===== src/rtl/cam_chain_pkg.sv =====
package cam_chain_pkg;

  // Register addresses; strobe addresses carry no storage
  localparam int unsigned REG_CFG     = 0;
  localparam int unsigned REG_TGT     = 1;
  localparam int unsigned REG_TS_CUR  = 2;
  localparam int unsigned REG_TS_PUR  = 3;
  localparam int unsigned REG_STB_CUR = 4;
  localparam int unsigned REG_STB_PUR = 5;

  // Target register: bit 1 full-interrupt enable, bit 0 increment-input enable
  typedef struct packed {
    logic full_irq_en;
    logic incr_en;
  } tgt_t;

  localparam int TGT_W = $bits(tgt_t);

endpackage


===== src/rtl/cam_incr_sync.sv =====
module cam_incr_sync #(
  parameter int STAGES = 2
) (
  input  logic clk,
  input  logic rst_n,
  input  logic async_in,
  output logic rise
);

  logic [STAGES-1:0] sync_q;
  logic              last_q;

  always_ff @(posedge clk or negedge rst_n) begin
    if (!rst_n) begin
      sync_q <= '0;
      last_q <= 1'b0;
    end else begin
      sync_q <= {sync_q[STAGES-2:0], async_in};
      last_q <= sync_q[STAGES-1];
    end
  end

  assign rise = sync_q[STAGES-1] & ~last_q;

  // an edge event never lasts longer than one cycle
  a_r8_single_cycle_event: assert property (@(posedge clk) disable iff (!rst_n)
    rise |=> !rise);

endmodule


===== src/rtl/cam_ts_counter.sv =====
module cam_ts_counter #(
  parameter int W = 16
) (
  input  logic         clk,
  input  logic         rst_n,
  input  logic         inc,
  output logic [W-1:0] count
);

  function automatic logic [W-1:0] step(input logic [W-1:0] v);
    return v + W'(1);
  endfunction

  always_ff @(posedge clk or negedge rst_n) begin
    if (!rst_n)   count <= '0;
    else if (inc) count <= step(count);
  end

  // without an increment the value is frozen
  a_r7_hold_when_idle: assert property (@(posedge clk) disable iff (!rst_n)
    !inc |=> $stable(count));

  // the all-ones value rolls over to zero
  a_r10_wrap_to_zero: assert property (@(posedge clk) disable iff (!rst_n)
    (inc && count == '1) |=> count == '0);

endmodule


===== src/rtl/cam_chain_regs.sv =====
module cam_chain_regs
  import cam_chain_pkg::*;
#(
  parameter int ADDR_W = 3
) (
  input  logic              clk,
  input  logic              rst_n,
  input  logic [ADDR_W-1:0] addr,
  input  logic              we,
  input  logic [TGT_W-1:0]  wdata,
  output logic              release_q,
  output tgt_t              tgt_q,
  output logic              stb_cur,
  output logic              stb_pur
);

  logic wr_cfg, wr_tgt;

  assign wr_cfg  = we && (addr == ADDR_W'(REG_CFG));
  assign wr_tgt  = we && (addr == ADDR_W'(REG_TGT));
  assign stb_cur = we && (addr == ADDR_W'(REG_STB_CUR));
  assign stb_pur = we && (addr == ADDR_W'(REG_STB_PUR));

  always_ff @(posedge clk or negedge rst_n) begin
    if (!rst_n) begin
      release_q <= 1'b0;
      tgt_q     <= '0;
    end else begin
      if (wr_cfg) release_q <= wdata[0];
      if (wr_tgt) tgt_q     <= tgt_t'(wdata);
    end
  end

  // a configuration write lands on the next edge
  a_r1_cfg_write_lands: assert property (@(posedge clk) disable iff (!rst_n)
    wr_cfg |=> release_q == $past(wdata[0]));

  // the release bit only moves on a configuration write
  a_r2_release_sticky: assert property (@(posedge clk) disable iff (!rst_n)
    !wr_cfg |=> $stable(release_q));

  // target write lands on the next edge
  a_r3_tgt_write_lands: assert property (@(posedge clk) disable iff (!rst_n)
    wr_tgt |=> tgt_q == $past(wdata));

endmodule


===== src/rtl/cam_chain_ctl.sv =====
module cam_chain_ctl
  import cam_chain_pkg::*;
#(
  parameter int ADDR_W      = 3,
  parameter int DATA_W      = 16,
  parameter int TS_W        = 16,
  parameter int SYNC_STAGES = 2
) (
  input  logic              clk,
  input  logic              rst_n,
  input  logic [ADDR_W-1:0] bus_addr,
  input  logic              bus_we,
  input  logic [DATA_W-1:0] bus_wdata,
  output logic [DATA_W-1:0] bus_rdata,
  input  logic              chain_full_n,
  input  logic              incr_in,
  output logic              irq,
  output logic              chain_rst_n
);

  logic            release_q;
  tgt_t            tgt_q;
  logic            stb_cur, stb_pur;
  logic            incr_rise;
  logic            cur_inc;
  logic [TS_W-1:0] ts_cur, ts_pur;
  logic            unused_wdata;

  assign unused_wdata = ^bus_wdata;

  cam_chain_regs #(.ADDR_W(ADDR_W)) u_regs (
    .clk       (clk),
    .rst_n     (rst_n),
    .addr      (bus_addr),
    .we        (bus_we),
    .wdata     (bus_wdata[TGT_W-1:0]),
    .release_q (release_q),
    .tgt_q     (tgt_q),
    .stb_cur   (stb_cur),
    .stb_pur   (stb_pur)
  );

  cam_incr_sync #(.STAGES(SYNC_STAGES)) u_sync (
    .clk      (clk),
    .rst_n    (rst_n),
    .async_in (incr_in),
    .rise     (incr_rise)
  );

  // Strobe and input edge merge into one increment
  assign cur_inc = stb_cur | (incr_rise & tgt_q.incr_en);

  cam_ts_counter #(.W(TS_W)) u_ts_cur (
    .clk   (clk),
    .rst_n (rst_n),
    .inc   (cur_inc),
    .count (ts_cur)
  );

  cam_ts_counter #(.W(TS_W)) u_ts_pur (
    .clk   (clk),
    .rst_n (rst_n),
    .inc   (stb_pur),
    .count (ts_pur)
  );

  assign chain_rst_n = release_q;
  assign irq         = tgt_q.full_irq_en & ~chain_full_n;

  always_comb begin
    bus_rdata = '0;
    case (bus_addr)
      ADDR_W'(REG_CFG):    bus_rdata[0]       = release_q;
      ADDR_W'(REG_TGT):    bus_rdata[TGT_W-1:0] = tgt_q;
      ADDR_W'(REG_TS_CUR): bus_rdata = DATA_W'(ts_cur);
      ADDR_W'(REG_TS_PUR): bus_rdata = DATA_W'(ts_pur);
      default:             bus_rdata = '0;
    endcase
  end

  // an interrupt implies the chain reports full
  a_r4_irq_needs_full: assert property (@(posedge clk) disable iff (!rst_n)
    irq |-> !chain_full_n);

  // coincident strobe and input edge count once
  a_r9_single_step: assert property (@(posedge clk) disable iff (!rst_n)
    (stb_cur && incr_rise && tgt_q.incr_en) |=> ts_cur == $past(ts_cur) + TS_W'(1));

  // purge counter moves exactly on its strobe
  a_r6_purge_step: assert property (@(posedge clk) disable iff (!rst_n)
    stb_pur |=> ts_pur == $past(ts_pur) + TS_W'(1));

endmodule


===== config.mk =====
export PLATFORM = sky130hd
export DESIGN_NAME = cam_chain_ctl
export DESIGN_NICKNAME = d
export VERILOG_FILES = /design/src/rtl/cam_chain_pkg.sv /design/src/rtl/cam_incr_sync.sv /design/src/rtl/cam_ts_counter.sv /design/src/rtl/cam_chain_regs.sv /design/src/rtl/cam_chain_ctl.sv
export SDC_FILE = /design/constraint.sdc
export NUM_CORES = 1
export LEC_CHECK = 0
export CORE_MARGIN = 3
export CORE_UTILIZATION = 50
export CTS_CLUSTER_DIAMETER = 200
export CTS_CLUSTER_SIZE = 28
export DETAILED_ROUTE_END_ITERATION = 7
export GPL_TIMING_DRIVEN = 0
export PLACE_DENSITY = 0.81
export SYNTH_ARGS = -nofsm -noshare
export SYNTH_HDL_FRONTEND = slang
export SYNTH_HIERARCHICAL = 1
export SYNTH_SLANG_ARGS = --single-unit

===== constraint.sdc =====
create_clock -name clk -period 1.9 [get_ports clk]
set_input_delay 0.38 -clock clk [delete_from_list [all_inputs] [get_ports clk]]
set_output_delay 0.38 -clock clk [all_outputs]
set_load 0.03 [all_outputs]

## Word level (Yosys, flattened, before mapping)

Cells that the tools add are included.

- Flip-flop bits (word level): 38
- Bits in latches: 0
- RAM bits: 0
- Memory bits (read-only): 0
- Output and inout bits: 18
- Logic and storage cells: 28
- Memories kept: 0

- $add $sub $neg: 2
- Multiply operators: 0
- Div/mod/pow operators: 0
- Magnitude comparators: 0
- Eq/ne operators: 5
- Shifts and indexed selects: 0
- Multiplexer cells: 3
- Bitwise logic cells: 6
- Reduce and logical (&&, ||, !) cells: 5

Operators by type and width:

| cell | number |
|---|---|
| $add A16 B1 Y16 const B | 2 |
| $pmux W14 S2 | 1 |
| $eq A3 B2 Y1 const B | 2 |
| $eq A3 B3 Y1 const B | 2 |
| $logic_and A1 B1 Y1 | 4 |
| $pmux W1 S4 | 1 |
| $and A1 B1 Y1 | 3 |
| $eq A3 B1 Y1 const B | 1 |
| $logic_not A3 Y1 | 1 |
| $pmux W1 S3 | 1 |
| $not A1 Y1 | 2 |
| $or A1 B1 Y1 | 1 |

## Logic depth before layout (Yosys ltp)

Gate-level depths: netlist of run 1.

- Word-level depth: 4
- Depth in mapped cells: 6
- Gate-level depth less buffers: 6

## Hierarchy

The synthesis of run 1 kept the hierarchy.

Modules (own cells, without submodules):

| module | instances | cells an instance | area an instance (sq um) | seq. area each (sq um) |
|---|---|---|---|---|
| cam_ts_counter | 2 | 56 | 695.7 | 400.4 |
| cam_chain_ctl | 1 | 39 | 295.3 | 0.0 |
| cam_chain_regs | 1 | 10 | 156.4 | 75.1 |
| cam_incr_sync | 1 | 4 | 88.8 | 75.1 |

## Least setup slack after synthesis of run 1

OpenSTA, ideal clock, no wires.

- Path type: input -> output
- Start: input bus_addr[0]
- End: output bus_rdata[1]
- Arrival: 1.410 ns
- Data required time: 1.520 ns
- Path slack: 0.110 ns
- Stages: 3
- Cells stage by stage: buf_6 mux2i_1 a211oi_1

- Longest elaborated chain between the ends: 2
- Elaborated cells between the ends (all ways): 4
- Classes of those cells: eq/ne: 3; mux: 1

RTL lines:

| what | line | source |
|---|---|---|
| from (decl) | cam_chain_ctl.sv:11 | `input logic [ADDR_W-1:0] bus_addr,` |
| $eq A3 B2 Y1 / $eq A3 B1 Y1 (equally long branches) | cam_chain_ctl.sv:72 | `case (bus_addr)` |
| $pmux W1 S3 * | cam_chain_ctl.sv:72 |  |
| to (decl) | cam_chain_ctl.sv:14 | `output logic [DATA_W-1:0] bus_rdata,` |

Every way passes the cells marked *; elsewhere a longest branch is shown, timed or not.

## Worst setup path after layout of run 1

- Start: input bus_addr[0]
- End: output bus_rdata[0]

- Longest elaborated chain between the ends: 2
- Elaborated cells between the ends (all ways): 5
- Classes of those cells: eq/ne: 3; mux: 1; reduce/logical: 1

RTL lines:

| what | line |
|---|---|
| $eq A3 B2 Y1, or another cell as far along | cam_chain_ctl.sv:72 |
| $pmux W1 S4 * | cam_chain_ctl.sv:72 |

Marks and branches as above.

==> flow_summary.yaml, run 1 <==
finish:
  diodes: 0
  drive_above_1_share_pct: 25.12
  fin_nets: 233
  final_common_cell: "dfrtp_1"
  final_cells: 253
  fillers: 257
  area_growth_pct: 23.19
  layout_common_cells: "35 x dfrtp_1, 20 x nor2_1, 18 x xnor2_1"
synth:
  synthMuxAreaShare_pct: 11.85
  synth_nets: 191
  synthTopCellsByArea: "dfrtp_1 49%, xnor2_1 8.2%, mux2i_1 7.8%, xor2_1 5.4%, nor2_1 3.9%"
  synth-xor-area-share_pct: 13.60
  async_reset_ff_share_pct: 100.0
  synth_simple_gate_area_share_pct: 21.37
  synth_top_area_cell: "dfrtp_1"
  synth_fa_ha_area_share_pct: 1.295
  synth_top_family_by_area: "simple AND/OR/NAND/NOR gates"
  synthFlopType: "dfrtp_1"
  synth_seq_area_share_pct: 49.22
  syn_area_per_cell_sq_um: 11.71
  synth_warnings: 6
  yosysUniqueCellTypes: 30
  synth_top_cell_area_share_pct: 49.22
  ys_seq_elements: 38
  synth_enable_flop_cells: 0
  synthesis.area_sq_mm: 0.001932
  synth-compound-area-share_pct: 1.036
  netlist_instances: 165
route:
  ant_nets: 0
  wl_per_cell_um: 16.22
  avgViaCountPerCell: 5.538
  drt_iter0_drc: 76
  drcViolationCount: 0
  drt_wl_total_um: 4104
  first_pass_iters: 4
  vias: 1401
global_route:
  grt_antenna_before_repair: 0
  grt_pass1_wl_um: 6858
  track_usage_pct: 20.75
  grt_max_degree: 39
  grt_overflow: 0
  grt_pass1_vias: 1418
sta:
  hold_viol_final: 0
  worst_pin_slew_ps: 850.4
  tns_ps: 0
  slew_headroom_pct: 43.31
  period_needed_ps: 1864
  slew_viol_final: 0
  finalCritPeriodShare_pct: 98.08
  setup_viol: 0
  grt_setup_unrepaired: "false"
  skew_ps: 8.427
  max_freq_ghz: 0.5366
worst_setup_path:
  worstPathRequired_ps: 1520
  path_class: "input port to output pin"
  start_kind: "input port"
  ff2ff_path_depth: 6
  end_kind: "output pin"
  crit_fanout: 5
  worstPathArrival_ps: 1480
hold_path:
  hp-class: "input port to asynchronous set/reset pin"
clocking:
  h-tree-depth: 2
  clock_sinks: 38
  numCtsBuffers: 5
  cts.clk_slew.worst_paths_ps: 70
  cts_tree: "done"
  clockBufferDepth: 2
  clk_latency_ps: 290
  cts_root_buf: "clkbuf_8"
pwr:
  p_total_mw: 2.053
  ir_drop_mv: 0.6794
  power_leakage_nw: 1.198
  p_per_area_mw_per_mm2: 862.7
floorplan:
  fp.dieW_um: 68.16
  coreArea_sq_mm: 0.003521
  io-pin-count: 42
  start_util_pct: 54.87
  die_y_um: 68.16
  num_rows: 21
  fp.dieArea_sq_mm: 0.004646
placement:
  hpwl_um: 2922
  port_buffers: 27
  dp_cells: 238
  gp_congestion: 0.8083
flow_run:
  maxCapViolations: 0
run_status:
  outcome: "finished clean"
-- metrics by stage --
stage	hold slack (ps)	setup WS, ps	area, sq um	util (%)
2_1_floorplan	84.41	110.1	1932	-
3_3_place_gp	336.0	-833.0	2260	64.18
3_5_place_dp	341.1	-851.3	2255	64.04
4_1_cts	215.4	5.650	2338	66.42
5_1_grt	260.9	13.58	2380	67.59
6_report	197.4	36.42	2380	67.59
-- repair_timing --
| action | in CTS | in global routing |
|---|---|---|
| resized for setup | 92 | 8 |
| hold buffers | 0 | 0 |
| pin swaps | 2 | 1 |
| setup buffers | 3 | 5 |
| endpoints found under the setup margin | 36 | 26 |
-- final timing paths --
path	end	slack (ps)	from
max in group asynchronous	u_ts_cur/count[1]	1120	rst_n
worst min-delay path	u_regs/tgt_q[1]	200	rst_n
worst min register to register	u_sync/sync_q[1]	350	u_sync/sync_q[0]
worst max register to register	u_ts_pur/count[12]	360	u_ts_pur/count[0]
worst max-delay path	bus_rdata[0]	40	bus_addr[0]
min in group clk	u_sync/sync_q[1]	350	u_sync/sync_q[0]
-- cell families (layout without fill, tap and decap cells) --
| logic type | count (synthesis) | count (layout) |
|---|---|---|
| AOI/OAI and AO/OA | 3 | 3 |
| xor gates and xnor gates | 30 | 30 |
| adders and majority gates | 2 | 2 |
| buffers and inverters | 5 | 47 |
| DFF | 38 | 38 |
| muxes | 21 | 21 |
| and+or+nand+nor | 66 | 66 |
-- registers in the layout, indices dropped and copies added, names as in the netlist --
signal            cells
u_sync/sync_q         2
u_ts_cur/count       16
u_sync/last_q         1
u_ts_pur/count       16
u_regs/release_q      1
u_regs/tgt_q          2
-- final cells by class --
| class | count | area (sq um) | share of cell area (%) |
|---|---|---|---|
| tap | 46 | 57.56 | 2.419 |
| clock buffer | 7 | 76.32 | 3.207 |
| buffer | 3 | 30.03 | 1.262 |
| inverter | 2 | 7.507 | 0.3155 |
| timing repair buffer | 35 | 257.7 | 10.83 |
| sequential | 38 | 954.7 | 40.12 |
| multi-input combinational | 122 | 996.0 | 41.85 |
-- power breakdown --
group | internal (mW) | switching (mW) | total [mW]
Clock | 0.253 | 0.263 | 0.516
Sequential | 0.922 | 0.151 | 1.07
Combinational | 0.233 | 0.232 | 0.465
Total | 1.41 | 0.646 | 2.05
-- layer usage --
layer	vias to the layer above	part of all wire, %	GRT usage [%]
met3	11	4.6	4.433
li1	661	-	-
met5	-	0	0
met2	38	49	33.69
met4	0	3.0	10.67
met1	691	43	25.99
-- Yosys cell counts, drive strengths merged, types with 3 or more instances --
| library cell | n |
|---|---|
| mux2i | 15 |
| buf | 3 |
| nor2b | 3 |
| nand4 | 8 |
| nor2 | 20 |
| nand3 | 10 |
| xnor2 | 18 |
| mux2 | 5 |
| xor2 | 12 |
| nor3 | 4 |
| dfrtp | 38 |
| nand2 | 10 |
-- critical path: stages --
cell and delay (ps):
buf_2 170, buf_6 150, mux4_2 490, nor2b_4 130
buf_4 160
Power figures use the tool's default switching activity.
==> inputs of run 2 (changes only) <==
--- a/config.mk
+++ b/config.mk
@@ -14,5 +14,4 @@
 export PLACE_DENSITY = 0.81
 export SYNTH_ARGS = -nofsm -noshare
 export SYNTH_HDL_FRONTEND = slang
-export SYNTH_HIERARCHICAL = 1
 export SYNTH_SLANG_ARGS = --single-unit
==> flow_summary.yaml, run 2 <==
run_status:
  outcome: "finished clean"
synth:
  synth_most_common_cell: "dfrtp_1"
  async_reset_ff_share_pct: 100.0
  synth_warnings: 0
  netlist_instances: 182
  yosysUniqueCellTypes: 37
  syn_area_per_cell_sq_um: 10.88
  synth_seq_area_share_pct: 48.01
  netlist_top_cells_count: "38 x dfrtp_1, 22 x nor2_1, 18 x xnor2_1, 14 x mux2i_1, 14 x nand2_1"
  synthesis.area_sq_mm: 0.001981
  synth_top_cell_area_share_pct: 48.01
  synthFlopType: "dfrtp_1"
  synth_top_area_cell: "dfrtp_1"
  ys_seq_elements: 38
  synth_nets: 208
  synthTopCellsByArea: "dfrtp_1 48%, xnor2_1 8.0%, mux2i_1 7.1%, xor2_1 5.3%, nor2_1 4.2%"
  synth_enable_flop_cells: 0
worst_setup_path:
  rrSetupSlack_ps: 390
  critPathMaxStageDelay_ps: 470
  crit_fanout: 4
  ff2ff_path_depth: 4
  worstPathArrival_ps: 1490
  r2r-end: "u_ts_cur.count[6]"
  path_class: "flop to output pin"
  crit_start: "u_ts_cur.count[0]"
  worst_r2r_startpoint: "u_regs.tgt_q[0]"
  crit_chain: "mux4_2, nor2b_1, buf_4"
  worstPathRequired_ps: 1520
  end_kind: "output pin"
  start_kind: "flop"
  critPathSlowestCell: "mux4_2"
sta:
  slew_headroom_pct: 44.73
  skew_ps: 4.379
  holdWs_ps: 192.9
  hold_viol_final: 0
  setup_viol: 0
  fin_ws_ps: 28.86
  slew_viol_final: 0
  period_needed_ps: 1871
  finalCritPeriodShare_pct: 98.48
  worst_pin_slew_ps: 829.1
  tns_ps: 0
  max_freq_ghz: 0.5344
placement:
  placed_cell_area_sq_mm: 0.002296
  port_buffers: 26
  hpwl_um: 2771
  dp_cells: 256
  gp_congestion: 0.8127
  preCtsSetupSlack_ps: -991.5
route:
  drt_iter0_drc: 67
  vias: 1383
  first_pass_iters: 4
  wl_per_cell_um: 14.68
  avgViaCountPerCell: 5.199
  drt_wl_total_um: 3906
  ant_nets: 0
  drcViolationCount: 0
global_route:
  grt_pass1_wl_um: 6375
  grt_overflow: 0
  grt_pass1_vias: 1343
  grt_max_degree: 39
  grt_antenna_before_repair: 0
  track_usage_pct: 18.87
floorplan:
  fp.dieW_um: 68.94
  num_rows: 22
  io-pin-count: 42
  fp.dieArea_sq_mm: 0.004753
  coreArea_sq_mm: 0.003744
  start_util_pct: 52.91
  die_y_um: 68.94
clocking:
  cts_root_buf: "clkbuf_8"
  cts_tree: "done"
  h-tree-depth: 2
  cts_hold_buf: 0
  clockBufferDepth: 2
  clock_sinks: 38
  clk_latency_ps: 290
  cts.clk_slew.worst_paths_ps: 70
  numCtsBuffers: 5
finish:
  area_growth_pct: 21.16
  fin_nets: 245
  final_cells: 266
  final_util_pct: 64.10
  layout_common_cells: "38 x dfrtp_1, 22 x nor2_1, 18 x xnor2_1"
  drive_above_1_share_pct: 20.64
  final_common_cell: "dfrtp_1"
  diodes: 0
  largestRegisters: "u_ts_cur.count (16), u_ts_pur.count (16)"
  fin_area_sq_mm: 0.002400
pwr:
  p_sw_mw: 0.5926
  p_clk_share_pct: 26.7
  p_per_area_mw_per_mm2: 841.5
  ir_drop_mv: 0.8005
  sw_frac_of_total_pct: 29.35
  power_leakage_nw: 1.159
  p_total_mw: 2.020
  seqPwrFrac_pct: 50.9
  pwr-share-comb_pct: 22.4
  internal_power_mw: 1.427
flow_run:
  maxCapViolations: 0
hold_path:
  hp-class: "input port to asynchronous set/reset pin"
-- run 2: changes by cell type in the layout (fill, tap and decap cells not counted), sizes merged, moves of 2 or more --
cell	before	now
nand3	10	5
and2	0	6
dlygate4sd2	1	5
nand2	10	14
inv	2	6
clkbuf	9	7
clkdlybuf4s15	4	6
nor2	20	22
buf	25	17
nor3	4	8
nand4	8	6
o21ai	0	2
-- run 2: repair_timing --
action	4_1_cts	5_1_grt
setup endpoints to repair	17	3
resized for setup	69	3
buffers inserted	2	2
-- run 2: worst max-delay path, delay by kind of cell, from the launching register on --
family | cells | cell delay, ps
buffers and inverters | 1 | 170
and+or+nand+nor | 1 | 140
DFF | 1 | 430
muxes | 1 | 470
-- run 2: cell families (layout without fill, tap and decap cells) --
| logic type | count (synthesis) | after routing | synth area share (%) |
|---|---|---|---|
| compound gates | 4 | 4 | 1.136 |
| flops | 38 | 38 | 48.01 |
| mux | 21 | 21 | 11.62 |
| xor+xnor | 30 | 30 | 13.27 |
| buf+inv | 11 | 47 | 2.463 |
| simple gates | 76 | 76 | 22.24 |
| fa+ha+maj | 2 | 2 | 1.263 |
-- run 2: how the worst max path moves through the flow --
stage | endpoint | slack (ps) | cells past startpoint
global route | bus_rdata[0] | -2 | 3
global placement | bus_rdata[7] | -980 | 6
floorplan | bus_rdata[7] | 130 | 4
CTS | bus_rdata[0] | 20 | 3
detailed placement | bus_rdata[7] | -990 | 6
finish | bus_rdata[0] | 30 | 3
-- run 2: per-layer routing --
metal | vias to the layer above | share of wire (%) | track usage (%)
met2 | 30 | 48 | 28.93
met4 | 0 | 0.97 | 5.839
met3 | 4 | 4.0 | 5.997
met5 | - | 0 | 0
met1 | 664 | 47 | 25.47
li1 | 685 | - | -
-- run 2: area by class of cell --
cell class                 instances  area [sq um]
inverter                           6         22.52
clock buffer                       6         82.58
tap                               48         60.06
multi-input combinational        133         988.4
timing repair buffer              30         249.0
fill                             317          1344
sequential                        38         950.9
buffer                             5         46.29
-- run 2: power groups by stage --
stage	registers, mW	logic [mW]	clock network, mW
floorplan	1.02	0.287	0
global placement	1.04	0.412	0
detailed placement	1.04	0.421	0
CTS	1.03	0.415	0.556
global route	1.04	0.496	0.579
finish	1.03	0.453	0.540
==> inputs of run 3 (changes only) <==
--- a/config.mk
+++ b/config.mk
@@ -10,7 +10,7 @@
 export CTS_CLUSTER_DIAMETER = 200
 export CTS_CLUSTER_SIZE = 28
 export DETAILED_ROUTE_END_ITERATION = 7
-export GPL_TIMING_DRIVEN = 0
+export GPL_TIMING_DRIVEN = 1
 export PLACE_DENSITY = 0.81
 export SYNTH_ARGS = -nofsm -noshare
 export SYNTH_HDL_FRONTEND = slang
==> flow_summary.yaml, run 3 (same netlist as run 2, synthesis figures left out) <==
hold_path:
  hp-class: "input port to asynchronous set/reset pin"
floorplan:
  die_y_um: 68.94
  fp.dieArea_sq_mm: 0.004753
  start_util_pct: 52.91
  fp.dieW_um: 68.94
  coreArea_sq_mm: 0.003744
  io-pin-count: 42
  num_rows: 22
worst_setup_path:
  worst_r2r_startpoint: "u_ts_cur.count[2]"
  path_class: "flop to output pin"
  end_kind: "output pin"
  crit_fanout: 2
  worstPathArrival_ps: 1440
  ff2ff_path_depth: 4
  rrSetupSlack_ps: 440
  r2r-end: "u_ts_cur.count[14]"
  worstPathRequired_ps: 1520
  start_kind: "flop"
route:
  drt_iter0_drc: 94
  drt_wl_total_um: 4069
  ant_nets: 0
  first_pass_iters: 4
  vias: 1455
  avgViaCountPerCell: 5.215
  drcViolationCount: 0
  wl_per_cell_um: 14.58
clocking:
  cts_tree: "done"
  cts.clk_slew.worst_paths_ps: 70
  clk_latency_ps: 300
  clock_sinks: 38
  cts_root_buf: "clkbuf_8"
  h-tree-depth: 2
  numCtsBuffers: 5
  clockBufferDepth: 2
finish:
  drive_above_1_share_pct: 25.11
  layout_common_cells: "38 x dfrtp_1, 31 x buf_4, 22 x nor2_1"
  fillers: 322
  area_growth_pct: 25.39
  fin_area_sq_mm: 0.002484
  diodes: 0
  final_util_pct: 66.34
  final_common_cell: "dfrtp_1"
  largestRegisters: "u_ts_cur.count (16), u_ts_pur.count (16)"
  fin_nets: 257
pwr:
  power_leakage_nw: 1.210
  pwr-share-comb_pct: 24.9
  p_per_area_mw_per_mm2: 825.6
  internal_power_mw: 1.434
  seqPwrFrac_pct: 49.5
  sw_frac_of_total_pct: 30.06
  p_sw_mw: 0.6164
  ir_drop_mv: 0.5928
  p_clk_share_pct: 25.6
placement:
  placed_cell_area_sq_mm: 0.002417
  port_buffers: 27
  hpwl_um: 2974
  gp_congestion: 0.7299
run_status:
  outcome: "finished clean"
global_route:
  grt_overflow: 0
  track_usage_pct: 20.16
  grt_pass1_vias: 1421
  grt_antenna_before_repair: 0
  grt_max_degree: 22
  grt_pass1_wl_um: 6789
sta:
  max_freq_ghz: 0.5481
  skew_ps: 7.063
  period_needed_ps: 1825
  slew_viol_final: 0
  hold_viol_final: 0
  worst_pin_slew_ps: 432.9
  grt_setup_unrepaired: "false"
  setup_viol: 0
  finalCritPeriodShare_pct: 96.03
  slew_headroom_pct: 71.14
flow_run:
  maxCapViolations: 0
run 3: cell types whose count changed in the layout (fill, tap and decap cells not counted), moves of 2 or more:
cell,delta
buf_12,+2
buf_2,-6
buf_4,+25
clkbuf_1,+2
clkdlybuf4s15_2,-6
dlygate4sd2_1,-3
run 3: power by group through the flow:
| stage | Combinational (mW) | Sequential (mW) | Clock [mW] |
|---|---|---|---|
| after floorplan | 0.287 | 1.02 | 0 |
| after global placement | 0.500 | 1.03 | 0 |
| after detailed placement | 0.524 | 1.03 | 0 |
| after CTS | 0.517 | 1.01 | 0.536 |
| after global routing | 0.560 | 1.03 | 0.570 |
| final | 0.510 | 1.02 | 0.524 |
run 3: worst max-delay path, stage by stage, from the launching register on:
cell and delay (ps):
dfrtp_1 400, mux4_2 450, nor2b_1 140, buf_2 170
run 3: worst max-delay path by stage:
| stage | start | to |
|---|---|---|
| 4_1_cts | bus_addr[0] | bus_rdata[7] |
| 6_report | u_ts_cur.count[0] | bus_rdata[0] |
| 2_1_floorplan | bus_addr[0] | bus_rdata[7] |
| 5_1_grt | u_ts_cur.count[0] | bus_rdata[0] |
| 3_3_place_gp | bus_addr[0] | bus_rdata[0] |
| 3_5_place_dp | bus_addr[0] | bus_rdata[0] |
run 3: final cells by class:
cell class              instances  area [sq um]  share of cell area, %
well taps                      48         60.06                  2.418
flip-flops and latches         38         950.9                  38.29
clock buffers                   7         76.32                  3.073
inverters                       6         22.52                 0.9068
repair buffers                 47         392.9                  15.82
multi-input cells             133         980.9                  39.50
run 3: per-stage QoR:
step / power (mW) / worst slack [ps] / setup TNS, ps / hold WS [ps] / cells
2_1_floorplan: 1.308 / 130.3 / 0 / 84.41 / 182
3_3_place_gp: 1.528 / -644.2 / -10990 / 334.3 / 272
3_5_place_dp: 1.552 / -659.9 / -11580 / 341.8 / 272
4_1_cts: 2.068 / 19.33 / 0 / 30.72 / 279
5_1_grt: 2.161 / 35.44 / 0 / 38.27 / 279
6_report: 2.050 / 75.47 / 0 / 21.27 / 279
run 3: per-layer routing:
layer / wire (um) / GRT usage (%) / up-vias / part of all wire [%]
met5: 0 / 0 / - / 0
met4: 93 / 8.759 / 0 / 2.3
met3: 163 / 6.483 / 9 / 4.0
met2: 2073 / 31.79 / 22 / 51
met1: 1738 / 25.31 / 711 / 43
li1: - / - / 713 / -
run 3: repair_timing:
item	CTS	global route
setup buffers	0	0
endpoints found under the setup margin	27	9
gates resized for setup	14	3
hold buffers	0	0
